File: config.mk
export PLATFORM = sky130hd
export DESIGN_NAME = nibreg_decoder
export DESIGN_NICKNAME = d
export VERILOG_FILES = /design/src/rtl/nibreg_pkg.sv /design/src/rtl/nibreg_cmd_decode.sv /design/src/rtl/nibreg_regfile.sv /design/src/rtl/nibreg_rsp_buf.sv /design/src/rtl/nibreg_decoder.sv
export SDC_FILE = /design/constraint.sdc
export NUM_CORES = 1
export LEC_CHECK = 0
export CAP_MARGIN = 20
export CORE_MARGIN = 5
export CORE_UTILIZATION = 40
export DETAILED_ROUTE_END_ITERATION = 7
export PLACE_DENSITY_LB_ADDON = 0.2
export REMOVE_ABC_BUFFERS = 1
export SYNTH_ARGS = -nofsm -noshare
export SYNTH_HDL_FRONTEND = slang
export SYNTH_SLANG_ARGS = --single-unit
File: constraint.sdc
create_clock -name clk -period 2.76 [get_ports clk]
set_clock_uncertainty 0.1 [all_clocks]
set_input_delay 0.552 -clock clk [delete_from_list [all_inputs] [get_ports clk]]
set_output_delay 0.552 -clock clk [all_outputs]
set_load 0.02 [all_outputs]
File: src/rtl/nibreg_pkg.sv
// Shared constants for the nibble-command register decoder.
// Assumes 8-bit addresses and bytes, each loaded as two nibbles.
package nibreg_pkg;
    localparam int ADDR_W = 8;
    localparam int BYTE_W = 8;

    typedef enum logic [3:0] {
        OP_ADDR_LO  = 4'h1,
        OP_ADDR_HI  = 4'h2,
        OP_DATA_LO  = 4'h3,
        OP_DATA_WR  = 4'h4,
        OP_READ     = 4'h5,
        OP_READ_INC = 4'h6
    } nib_op_e;

    localparam logic [ADDR_W-1:0] A_IDENT   = 8'h00;
    localparam logic [ADDR_W-1:0] A_SCRATCH = 8'h01;
    localparam logic [ADDR_W-1:0] A_MODE    = 8'h02;
    localparam logic [ADDR_W-1:0] A_POSBASE = 8'h08;
    localparam int               FIRED_BIT = 5;
endpackage

File: src/rtl/nibreg_cmd_decode.sv
// Command decoder: holds the current address and the staged data nibble,
// and turns each taken command byte into write and read strobes.
// Assumes cmd_fire is already qualified by the stall from the response side.
module nibreg_cmd_decode
    import nibreg_pkg::*;
(
    input  logic              clk,
    input  logic              rst_n,
    input  logic              cmd_fire,
    input  logic [7:0]        cmd_byte,
    output logic [ADDR_W-1:0] addr_q,
    output logic [3:0]        stage_q,
    output logic              wr_en,
    output logic [BYTE_W-1:0] wr_data,
    output logic              rd_en
);
    logic [3:0] op;
    logic [3:0] pl;

    assign op = cmd_byte[7:4];
    assign pl = cmd_byte[3:0];

    // Update the address nibbles, the staged nibble and the post-read step.
    always_ff @(posedge clk) begin
        if (!rst_n) begin
            addr_q  <= '0;
            stage_q <= '0;
        end else if (cmd_fire) begin
            case (op)
                OP_ADDR_LO:  addr_q[3:0] <= pl;
                OP_ADDR_HI:  addr_q[7:4] <= pl;
                OP_DATA_LO:  stage_q     <= pl;
                OP_READ_INC: addr_q      <= addr_q + 1'b1;
                default: ;
            endcase
        end
    end

    // Strobes for the register file and the response buffer.
    always_comb begin
        wr_en   = cmd_fire && (op == OP_DATA_WR);
        rd_en   = cmd_fire && ((op == OP_READ) || (op == OP_READ_INC));
        wr_data = {pl, stage_q};
    end
endmodule

File: src/rtl/nibreg_regfile.sv
// Register file: fixed identification byte, scratch byte, mode byte and
// read-only position bytes taken from inputs. Reads are combinational.
// Assumes POS_W is a multiple of 8.
module nibreg_regfile
    import nibreg_pkg::*;
#(
    parameter int               POS_W    = 24,
    parameter logic [BYTE_W-1:0] ID_VALUE = 8'hA6
) (
    input  logic              clk,
    input  logic              rst_n,
    input  logic              wr_en,
    input  logic [ADDR_W-1:0] addr,
    input  logic [BYTE_W-1:0] wr_data,
    input  logic [POS_W-1:0]  trig_pos,
    input  logic [POS_W-1:0]  stop_pos,
    input  logic              trig_fired,
    output logic [BYTE_W-1:0] mode_q,
    output logic [BYTE_W-1:0] rd_data
);
    localparam int POS_BYTES = POS_W / 8;
    localparam int POS_SLOTS = 2 * POS_BYTES;

    logic [BYTE_W-1:0] scratch_q;
    logic [BYTE_W-1:0] pos_bytes [POS_SLOTS];

    // Lay out trigger bytes then stop bytes, least significant first.
    for (genvar g = 0; g < POS_BYTES; g++) begin : g_pos
        assign pos_bytes[g]             = trig_pos[g*8 +: 8];
        assign pos_bytes[POS_BYTES + g] = stop_pos[g*8 +: 8];
    end

    // Writable registers: scratch and mode only.
    always_ff @(posedge clk) begin
        if (!rst_n) begin
            scratch_q <= '0;
            mode_q    <= '0;
        end else if (wr_en) begin
            if (addr == A_SCRATCH) scratch_q <= wr_data;
            if (addr == A_MODE)    mode_q    <= wr_data;
        end
    end

    // Read multiplexer; unmapped addresses return zero.
    always_comb begin
        rd_data = '0;
        if (addr == A_IDENT) begin
            rd_data = ID_VALUE;
        end else if (addr == A_SCRATCH) begin
            rd_data = scratch_q;
        end else if (addr == A_MODE) begin
            rd_data            = mode_q;
            rd_data[FIRED_BIT] = trig_fired;
        end
        for (int i = 0; i < POS_SLOTS; i++) begin
            if (addr == A_POSBASE + ADDR_W'(i)) rd_data = pos_bytes[i];
        end
    end
endmodule

File: src/rtl/nibreg_rsp_buf.sv
// Single-entry response buffer with a valid flag.
// Assumes load never arrives while an entry is held (the command side stalls).
module nibreg_rsp_buf
    import nibreg_pkg::*;
(
    input  logic              clk,
    input  logic              rst_n,
    input  logic              load,
    input  logic [BYTE_W-1:0] load_data,
    input  logic              rsp_ready,
    output logic              rsp_valid,
    output logic [BYTE_W-1:0] rsp_byte
);
    // Capture a read byte, hold it until the host takes it.
    always_ff @(posedge clk) begin
        if (!rst_n) begin
            rsp_valid <= 1'b0;
            rsp_byte  <= '0;
        end else if (load) begin
            rsp_valid <= 1'b1;
            rsp_byte  <= load_data;
        end else if (rsp_ready) begin
            rsp_valid <= 1'b0;
        end
    end
endmodule

File: src/rtl/nibreg_decoder.sv
// Top: nibble-command register access decoder. Connects the command
// decoder, register file and response buffer; stalls commands while a
// response byte is pending.
module nibreg_decoder
    import nibreg_pkg::*;
#(
    parameter int               POS_W    = 24,
    parameter logic [BYTE_W-1:0] ID_VALUE = 8'hA6
) (
    input  logic              clk,
    input  logic              rst_n,
    input  logic              cmd_valid,
    input  logic [7:0]        cmd_byte,
    output logic              cmd_ready,
    output logic              rsp_valid,
    output logic [7:0]        rsp_byte,
    input  logic              rsp_ready,
    input  logic [POS_W-1:0]  trig_pos,
    input  logic [POS_W-1:0]  stop_pos,
    input  logic              trig_fired,
    output logic [7:0]        mode_out
);
    logic              cmd_fire;
    logic [ADDR_W-1:0] dec_addr;
    logic [3:0]        dec_stage;
    logic              wr_en;
    logic              rd_en;
    logic [BYTE_W-1:0] wr_data;
    logic [BYTE_W-1:0] rd_data;

    assign cmd_ready = !rsp_valid;
    assign cmd_fire  = cmd_valid && cmd_ready;

    nibreg_cmd_decode u_dec (
        .clk      (clk),
        .rst_n    (rst_n),
        .cmd_fire (cmd_fire),
        .cmd_byte (cmd_byte),
        .addr_q   (dec_addr),
        .stage_q  (dec_stage),
        .wr_en    (wr_en),
        .wr_data  (wr_data),
        .rd_en    (rd_en)
    );

    nibreg_regfile #(.POS_W(POS_W), .ID_VALUE(ID_VALUE)) u_regs (
        .clk        (clk),
        .rst_n      (rst_n),
        .wr_en      (wr_en),
        .addr       (dec_addr),
        .wr_data    (wr_data),
        .trig_pos   (trig_pos),
        .stop_pos   (stop_pos),
        .trig_fired (trig_fired),
        .mode_q     (mode_out),
        .rd_data    (rd_data)
    );

    nibreg_rsp_buf u_rsp (
        .clk       (clk),
        .rst_n     (rst_n),
        .load      (rd_en),
        .load_data (rd_data),
        .rsp_ready (rsp_ready),
        .rsp_valid (rsp_valid),
        .rsp_byte  (rsp_byte)
    );
endmodule

### Yosys cells after proc, flatten, opt, wreduce, memory -nomap -nowiden

Index checks and enable logic that the tools add are counted.

| storage, ports and cells | value |
|---|---|
| word-level logic and storage cells | 49 |
| output and inout bits | 18 |
| register bits | 37 |

| cells by class | value |
|---|---|
| multiplexer cells | 13 |
| $add $sub $neg | 1 |
| reduce and logical (&&, ||, !) cells | 14 |
| eq/ne operators | 14 |

Operators by type and width:

| cell | count |
|---|---|
| $mux 8 | 9 |
| $eq 8x4->1 const B | 6 |
| $pmux 4 s2 | 2 |
| $eq 4x3->1 const B | 3 |
| $reduce_and 2->1 | 5 |
| $add 8x1->8 const B | 1 |
| $eq 4x2->1 const B | 2 |
| $eq 8x1->1 const B | 1 |
| $eq 8x2->1 const B | 1 |
| $logic_not 8->1 | 1 |
| $reduce_bool 2->1 | 3 |
| $eq 4x1->1 const B | 1 |
| $logic_and 1x1->1 | 3 |
| $mux 1 | 2 |
| $logic_not 1->1 | 1 |
| $logic_or 1x1->1 | 1 |

### Depth between registers and ports, before layout

Gate-level depths: netlist of the first run.

| depth | value |
|---|---|
| depth in word-level cells | 10 |
| mapped depth | 9 |

### Hierarchy

Synthesis of the first run repeated with hierarchy kept, for this count alone.

| unflattened totals | value |
|---|---|
| cell total of the unflattened synthesis | 297 |
| area, all modules | 2496.1 µm² |

By module, submodules not included:

| module | sequential area each (µm²) | times used | area an instance (µm²) | cells an instance |
|---|---|---|---|---|
| nibreg_regfile | 320.3 | 1 | 1390.1 | 177 |
| nibreg_cmd_decode | 240.2 | 1 | 760.7 | 90 |
| nibreg_rsp_buf | 180.2 | 1 | 335.3 | 28 |
| nibreg_decoder | 0.0 | 1 | 10.0 | 2 |

### Least setup slack after synthesis of the first run

Ideal clock, no wire load.

| timing | value |
|---|---|
| path type | input-to-reg |
| start | input port cmd_byte[4] |
| end | register u_dec.addr_q[2] |
| setup time | 128 ps |
| arrival time | 1966 ps |
| setup slack | 566 ps |
| path buffers | 1 |
| stages on the path | 6 |
| data required time | 2532 ps |
| cell sequence | clkbuf_1 or3b_2 a21oi_1 o21ai_0 a22oi_1 nor2_1 |

| between the ends | value |
|---|---|
| cells in the longest elaborated chain, start to end | 3 |

Ends and longest elaborated chain:

| what | RTL line | text |
|---|---|---|
| from (decl) | nibreg_decoder.sv:13 | `input logic [7:0] cmd_byte,` |
| $eq 4x1->1 or $eq 4x3->1 (tied branches) | nibreg_cmd_decode.sv:29 | `case (op)` |
| $reduce_bool 2->1 (no source line) | -- |  |
| $reduce_and 2->1 (no source line) | -- |  |
| to (signal assigned) | nibreg_cmd_decode.sv:30 | `OP_ADDR_LO: addr_q[3:0] <= pl;` |
| to (signal assigned) | nibreg_cmd_decode.sv:33 | `OP_READ_INC: addr_q <= addr_q + 1'b1;` |
| to (decl) | nibreg_cmd_decode.sv:11 | `output logic [ADDR_W-1:0] addr_q,` |

Parallel ways exist; a longest one is shown, timed or not.
A chain may end at the register's enable or synchronous reset.

### Worst setup path in the final report of the first run

| timing | value |
|---|---|
| start | register u_dec.addr_q[1] |
| end | register u_rsp.rsp_byte[5] |

| between the ends | value |
|---|---|
| cells in the longest elaborated chain, start to end | 10 |

Ends and longest elaborated chain:

| what | RTL line | text |
|---|---|---|
| $eq 8x2->1 | nibreg_regfile.sv:51 | `end else if (addr == A_MODE) begin` |
| $mux 8 | nibreg_regfile.sv:51 |  |
| $mux 8 | nibreg_regfile.sv:49 | `end else if (addr == A_SCRATCH) begin` |
| $mux 8 | nibreg_regfile.sv:47 | `if (addr == A_IDENT) begin` |
| $mux 8 (5 in series) | nibreg_regfile.sv:56 | `if (addr == A_POSBASE + ADDR_W'(i)) rd_data = pos_bytes[i];` |
| $mux 8 (*) | nibreg_regfile.sv:56 |  |
| to (signal assigned) | nibreg_rsp_buf.sv:21 | `rsp_byte <= load_data;` |
| to (decl) | nibreg_rsp_buf.sv:12 | `output logic [BYTE_W-1:0] rsp_byte` |

Mark *: on every way between the ends. The rest lies on a longest branch, timed or not.

==> metrics.cfg, run 1 <==
[run_status]
status=finished clean

[sta]
slew_headroom=0.555
timing.hold.ws_ns=0.400
tns_ns=0
fin_crit_ns=2.42
hold_violations=0
setup_violations=0
max_freq_mhz=414
rsz0062_at_grt=no
slew_viol_final=0
min_period_over_period=0.875
tightest_slew_ns=0.651

[floorplan]
die-area_mm2=0.00806
design.core.area_mm2=0.00628
start_util=0.405
io-pin-count=79
fp.dieW_um=89.8
die_h_um=89.8
fp-row-count=29

[synth]
ys_warn_count=0
synth_ff_type=dfxtp_1
syn_avg_cell_area_um2=7.55
ys_ff_latch=37
ys_async_sr_fraction=0
synthCells=337
yosysMostFrequentCell=a21oi_1
ys_seq_area_frac=0.291
ys_top_cells_by_area=dfxtp_1, mux2i_1, a21oi_1
synth_cell_types=48
synth_area_leader_cell=dfxtp_1
synth_top_area_frac=0.291
ys_top_cells_by_count=a21oi_1, dfxtp_1, nor2_1
synth_edf_count=0
syn_area_mm2=0.00254

[global_routing]
grt_max_degree=32
grt_util_all_layers=0.197
grt_pass1_wl_mm=13.3
grt_overflow=0
antenna_found_initial=0
grt_pass1_vias=2582

[setup_path]
path_cells=inv_1 -> ha_1 -> nand3b_1 -> a2111oi_0 -> o22ai_1 -> a22o_1 -> a21oi_1
cpLargestDelayFamily=compound AO/OA/AOI/OAI gates
cp_max_fo=12
end_kind=flop
worstPathArrival_ns=2.54
crit_slowest_cell=a2111oi_0
worstPathRequired_ns=2.89
max_stage_delay_ns=0.63
worst-setup-path-type=flop to flop
critPathBufInv=1
worst_setup_path_start_kind=flop

[power]
seq_power_share=0.399
power.density_mw_per_mm2=388
leakagePower_uw=0.00137
total_power_uw=1380
switching_share=0.244
cellInternalPower_uw=1040
combPwrFrac=0.182
max-vdd-ir-drop_mv=0.244
p_clk_frac=0.420
p_sw_uw=337

[finish]
area_growth_pct=39.4
nNetsFinal=474
drive_gt1_frac=0.0707
multi_input_area_mm2=0.00162
post-route-util=0.565
fillCellCount=587
area.sequential_um2=741
antenna_cells=0

[detailed_routing]
drt_iter0_drc=146
wl_per_cell_um=16.7
antenna_left=0
viasPerCell=5.67
routed_wl_mm=8.11
drc=0
route.vias.total=2761
dr.pass1.iters=4

[clock_tree]
cts_root_buf=clkbuf_8
postCtsSetupRepairBufs=0
clk_pin_slew_ns=0.08
numCtsBuffers=5
htreeDepth=2
cts_tree=done
cts-resized-gates=0
clk_latency_ns=0.30
clock-sinks=37
hold_buffers=0
clockBufferDepth=2

[run]
maxCapViolCount=0

[placed_design]
gp_congestion=0.831
io_buffers=78
dp_hpwl_mm=6.03

[min_path]
min_path_type=flop to flop

worst min-delay path: cells and delay by family (launching register included):
family / cells / cell delay (ns)
DFF: 1 / 0.33
muxes: 1 / 0.07
and+or+nand+nor: 1 / 0.07
layout make-up:
type                    count  share of cell area
clock buffers               5              0.0194
clock inverters             3              0.0194
inverters                  17              0.0180
flip-flops and latches     37               0.209
repair buffers             92               0.250
multi-input cells         256               0.457
well taps                  77              0.0272
final timing paths:
path / start / endpoint / slack, ns / cells after the start
worst min-delay path: u_regs.scratch_q[1]$_SDFFE_PN0P_ / u_regs.scratch_q[1]$_SDFFE_PN0P_ / 0.40 / 2
worst max register to register: u_dec.addr_q[1]$_SDFFE_PN0P_ / u_rsp.rsp_byte[5]$_SDFFE_PN0P_ / 0.34 / 7
worst max-delay path: u_dec.addr_q[1]$_SDFFE_PN0P_ / u_rsp.rsp_byte[5]$_SDFFE_PN0P_ / 0.34 / 7
worst min register to register: u_regs.scratch_q[1]$_SDFFE_PN0P_ / u_regs.scratch_q[1]$_SDFFE_PN0P_ / 0.40 / 2
cells by family after synthesis:
kind of cell	Yosys count	share of synthesized area
buffers and inverters	44	0.0713
and+or+nand+nor	122	0.254
xor gates and xnor gates	1	0.00344
muxes	20	0.0787
adders and majority gates	4	0.0197
AOI/OAI and AO/OA	109	0.282
DFF	37	0.291
flip-flops by register name, summed over array words and instances, names as in the netlist:
signal / count
u_rsp.rsp_byte: 8
u_regs.mode_q: 8
u_rsp.rsp_valid: 1
u_regs.scratch_q: 8
u_dec.stage_q: 4
u_dec.addr_q: 8
power groups by stage:
stage	Sequential, µW	Combinational (µW)	Clock (µW)
finish	549	250	578
global route	551	272	616
CTS	549	250	595
detailed placement	562	248	0
global placement	562	248	0
floorplan	563	101	0
routing by layer:
layer	global-route usage	routed length, µm	up-vias
li1	-	-	1376
met1	0.279	3850	1281
met2	0.296	3660	99
met3	0.0451	535	5
met4	0.0579	61	0
met5	0	0	-
per-stage QoR:
stage	cell area, µm²	setup slack [ns]	instances
2_1_floorplan	2430	0.594	310
3_3_place_gp	3410	0.313	479
3_5_place_dp	3410	0.257	479
4_1_cts	3550	0.440	487
5_1_grt	3550	0.0712	487
6_report	3550	0.344	487
cell usage in the layout (no fill, tap or decap), types with 9 or more instances in the layout:
cell type and n:
buf_4 14, inv_1 17, mux2i_1 20, o22ai_1 9, clkdlybuf4s50_1 78, a21oi_1 38
nor2_1 36, dfxtp_1 37, o21ai_0 15, nand2_1 28
Note: power is estimated with default switching activity, not from simulation.
==> run 2: changes to the inputs <==
--- a/config.mk
+++ b/config.mk
@@ -11,6 +11,7 @@
 export DETAILED_ROUTE_END_ITERATION = 7
 export PLACE_DENSITY_LB_ADDON = 0.2
 export REMOVE_ABC_BUFFERS = 1
+export SKIP_LAST_GASP = 1
 export SYNTH_ARGS = -nofsm -noshare
 export SYNTH_HDL_FRONTEND = slang
 export SYNTH_SLANG_ARGS = --single-unit
==> results of run 2 <==
The final DEF is identical to that of run 1; final timing and power are the same.
==> run 3: changes to the inputs <==
--- a/config.mk
+++ b/config.mk
@@ -6,8 +6,10 @@
 export NUM_CORES = 1
 export LEC_CHECK = 0
 export CAP_MARGIN = 20
+export CELL_PAD_IN_SITES_DETAIL_PLACEMENT = 0
+export CELL_PAD_IN_SITES_GLOBAL_PLACEMENT = 1
 export CORE_MARGIN = 5
-export CORE_UTILIZATION = 40
+export CORE_UTILIZATION = 33
 export DETAILED_ROUTE_END_ITERATION = 7
 export PLACE_DENSITY_LB_ADDON = 0.2
 export REMOVE_ABC_BUFFERS = 1
==> run 3 against run 2 <==
  * Clock power down 16%
  * Sequential power about the same
  * Count of clock-buffer cells in the layout unchanged
  * Final area up 0.67%
  * Sequential share of layout area down 0.14 points
  * First-iteration DRC count down 18%
  * Critical path depth up 1
  * Worst setup slack better by 0.093 ns
  * Die area up 19%
  * Flip-flop and latch count unchanged
==> metrics.cfg, run 3 (synthesis gave the netlist of run 1 again) <==
[run_status]
status=finished clean  ; unchanged

[global_routing]
grt_overflow=0  ; unchanged
grt_pass1_vias=2565  ; was 2,582
grt_util_all_layers=0.172  ; was 0.197
antenna_found_initial=0  ; unchanged
grt_max_degree=32  ; unchanged
grt_pass1_wl_mm=13.5  ; was 13.3 mm

[sta]
final.setup.worst_slack_ns=0.437  ; was 0.344 ns
slew_viol_final=0  ; unchanged
tightest_slew_ns=0.615  ; was 0.651 ns
min_period_over_period=0.842  ; was 0.875
max_freq_mhz=430  ; was 414 MHz
hold_violations=0  ; unchanged
slew_headroom=0.579  ; was 0.555
rsz0062_at_grt=no  ; unchanged
setup_violations=0  ; unchanged
tns_ns=0  ; unchanged
fin_crit_ns=2.32  ; was 2.42 ns

[setup_path]
reg2reg_depth=8  ; was 7
worst_setup_path_start_kind=flop  ; unchanged
worst-setup-path-type=flop to flop  ; unchanged
worstPathRequired_ns=2.88  ; was 2.89 ns
r2r_slack_ns=0.44  ; was 0.34 ns
reg2reg_to=u_rsp.rsp_byte[2]$_SDFFE_PN0P_  ; was u_rsp.rsp_byte[5]$_SDFFE_PN0P_
end_kind=flop  ; unchanged
cp_max_fo=12  ; unchanged
worstPathArrival_ns=2.44  ; was 2.54 ns
regToRegStartpoint=u_dec.addr_q[1]$_SDFFE_PN0P_  ; unchanged

[finish]
mostFrequentLayoutCell=clkdlybuf4s50_1  ; unchanged
antenna_cells=0  ; unchanged
area_growth_pct=40.3  ; was 39.4%
nNetsFinal=476  ; was 474
drive_gt1_frac=0.0752  ; was 0.0707
layout_common_cells=clkdlybuf4s50_1, a21oi_1, dfxtp_1  ; unchanged

[floorplan]
fp.dieW_um=97.8  ; was 89.8 µm
start_util=0.335  ; was 0.405
io-pin-count=79  ; unchanged
fp-row-count=32  ; was 29
die_h_um=97.8  ; was 89.8 µm
design.core.area_mm2=0.00761  ; was 0.00628 mm²
die-area_mm2=0.00957  ; was 0.00806 mm²

[detailed_routing]
dr.pass1.iters=4  ; unchanged
antenna_left=0  ; unchanged
viasPerCell=5.20  ; was 5.67
drt_iter0_drc=119  ; was 146
drc=0  ; unchanged
route.vias.total=2675  ; was 2,761
wl_per_cell_um=16.2  ; was 16.7 µm
routed_wl_mm=8.33  ; was 8.11 mm

[clock_tree]
cts_tree=done  ; unchanged
postCtsSetupRepairBufs=0  ; unchanged
clock-sinks=37  ; unchanged
clockBufferDepth=2  ; unchanged
clk_latency_ns=0.29  ; was 0.30 ns
cts-resized-gates=0  ; unchanged
hold_buffers=0  ; unchanged
cts_root_buf=clkbuf_8  ; unchanged
htreeDepth=2  ; unchanged
clk_pin_slew_ns=0.08  ; about the same
numCtsBuffers=5  ; unchanged

[power]
leakagePower_uw=0.00137  ; about the same
power.density_mw_per_mm2=361  ; was 388 mW/mm²
max-vdd-ir-drop_mv=0.165  ; was 0.244 mV

[placed_design]
io_buffers=78  ; unchanged
dp_hpwl_mm=6.30  ; was 6.03 mm
place_ws_ns=0.253  ; was 0.257 ns
gp_congestion=0.806  ; was 0.831

[min_path]
min_path_cells=2  ; unchanged
worstHoldEndpoint=u_regs.scratch_q[5]$_SDFFE_PN0P_  ; was u_regs.scratch_q[1]$_SDFFE_PN0P_
worstHoldStart=u_regs.scratch_q[5]$_SDFFE_PN0P_  ; was u_regs.scratch_q[1]$_SDFFE_PN0P_
min_path_type=flop to flop  ; unchanged

[run]
maxCapViolCount=0  ; unchanged

-- run 3: stage by stage --
stage	std cells	utilization	total power (µW)	area, µm²	hold slack (ns)
after floorplan	310	-	664	2430	0.363
after global placement	506	0.454	815	3460	0.376
after detailed placement	506	0.454	815	3460	0.387
after CTS	514	0.469	1310	3570	0.411
after global routing	514	0.469	1350	3570	0.437
final	514	0.469	1290	3570	0.404
-- run 3: cell type report --
class	count	area, µm²
fill	796	4040
multi-input combinational	256	1620
timing repair buffer	94	901
sequential	37	741
tap	102	128
clock buffer	5	68.8
inverter	17	63.8
clock inverter	3	46.3
-- run 3: how the worst max path moves through the flow --
stage,start,depth (start not counted),endpoint
3_3_place_gp,cmd_byte[4],7,u_dec.addr_q[2]$_SDFFE_PN0P_
3_5_place_dp,cmd_byte[4],7,u_dec.addr_q[2]$_SDFFE_PN0P_
6_report,u_dec.addr_q[1]$_SDFFE_PN0P_,8,u_rsp.rsp_byte[2]$_SDFFE_PN0P_
4_1_cts,u_dec.addr_q[1]$_SDFFE_PN0P_,8,u_rsp.rsp_byte[2]$_SDFFE_PN0P_
5_1_grt,u_dec.addr_q[1]$_SDFFE_PN0P_,8,u_rsp.rsp_byte[2]$_SDFFE_PN0P_
2_1_floorplan,u_dec.addr_q[1]$_SDFFE_PN0P_,7,u_rsp.rsp_byte[1]$_SDFFE_PN0P_
-- run 3: metal layers --
layer / wire (µm) / track usage / vias up / share of wire
met1: 4180 / 0.250 / 1192 / 0.50
li1: - / - / 1385 / -
met5: 0 / 0 / - / 0
met4: 122 / 0.0426 / 0 / 0.015
met2: 3570 / 0.262 / 85 / 0.43
met3: 456 / 0.0336 / 13 / 0.055
-- run 3: critical path, cell delays in order (launching register included) --
cell and delay [ns]:
dfxtp_1 0.44, inv_1 0.09, ha_1 0.28, buf_4 0.21
nand3b_1 0.17, a2111oi_0 0.45, o22ai_1 0.15, a22o_1 0.21
a21oi_1 0.14
-- run 3: report_power, final --
part / switching, µW / total, µW / internal, µW
sequential: 9.28 / 549 / 540
clock: 216 / 487 / 271
combinational: 116 / 254 / 138
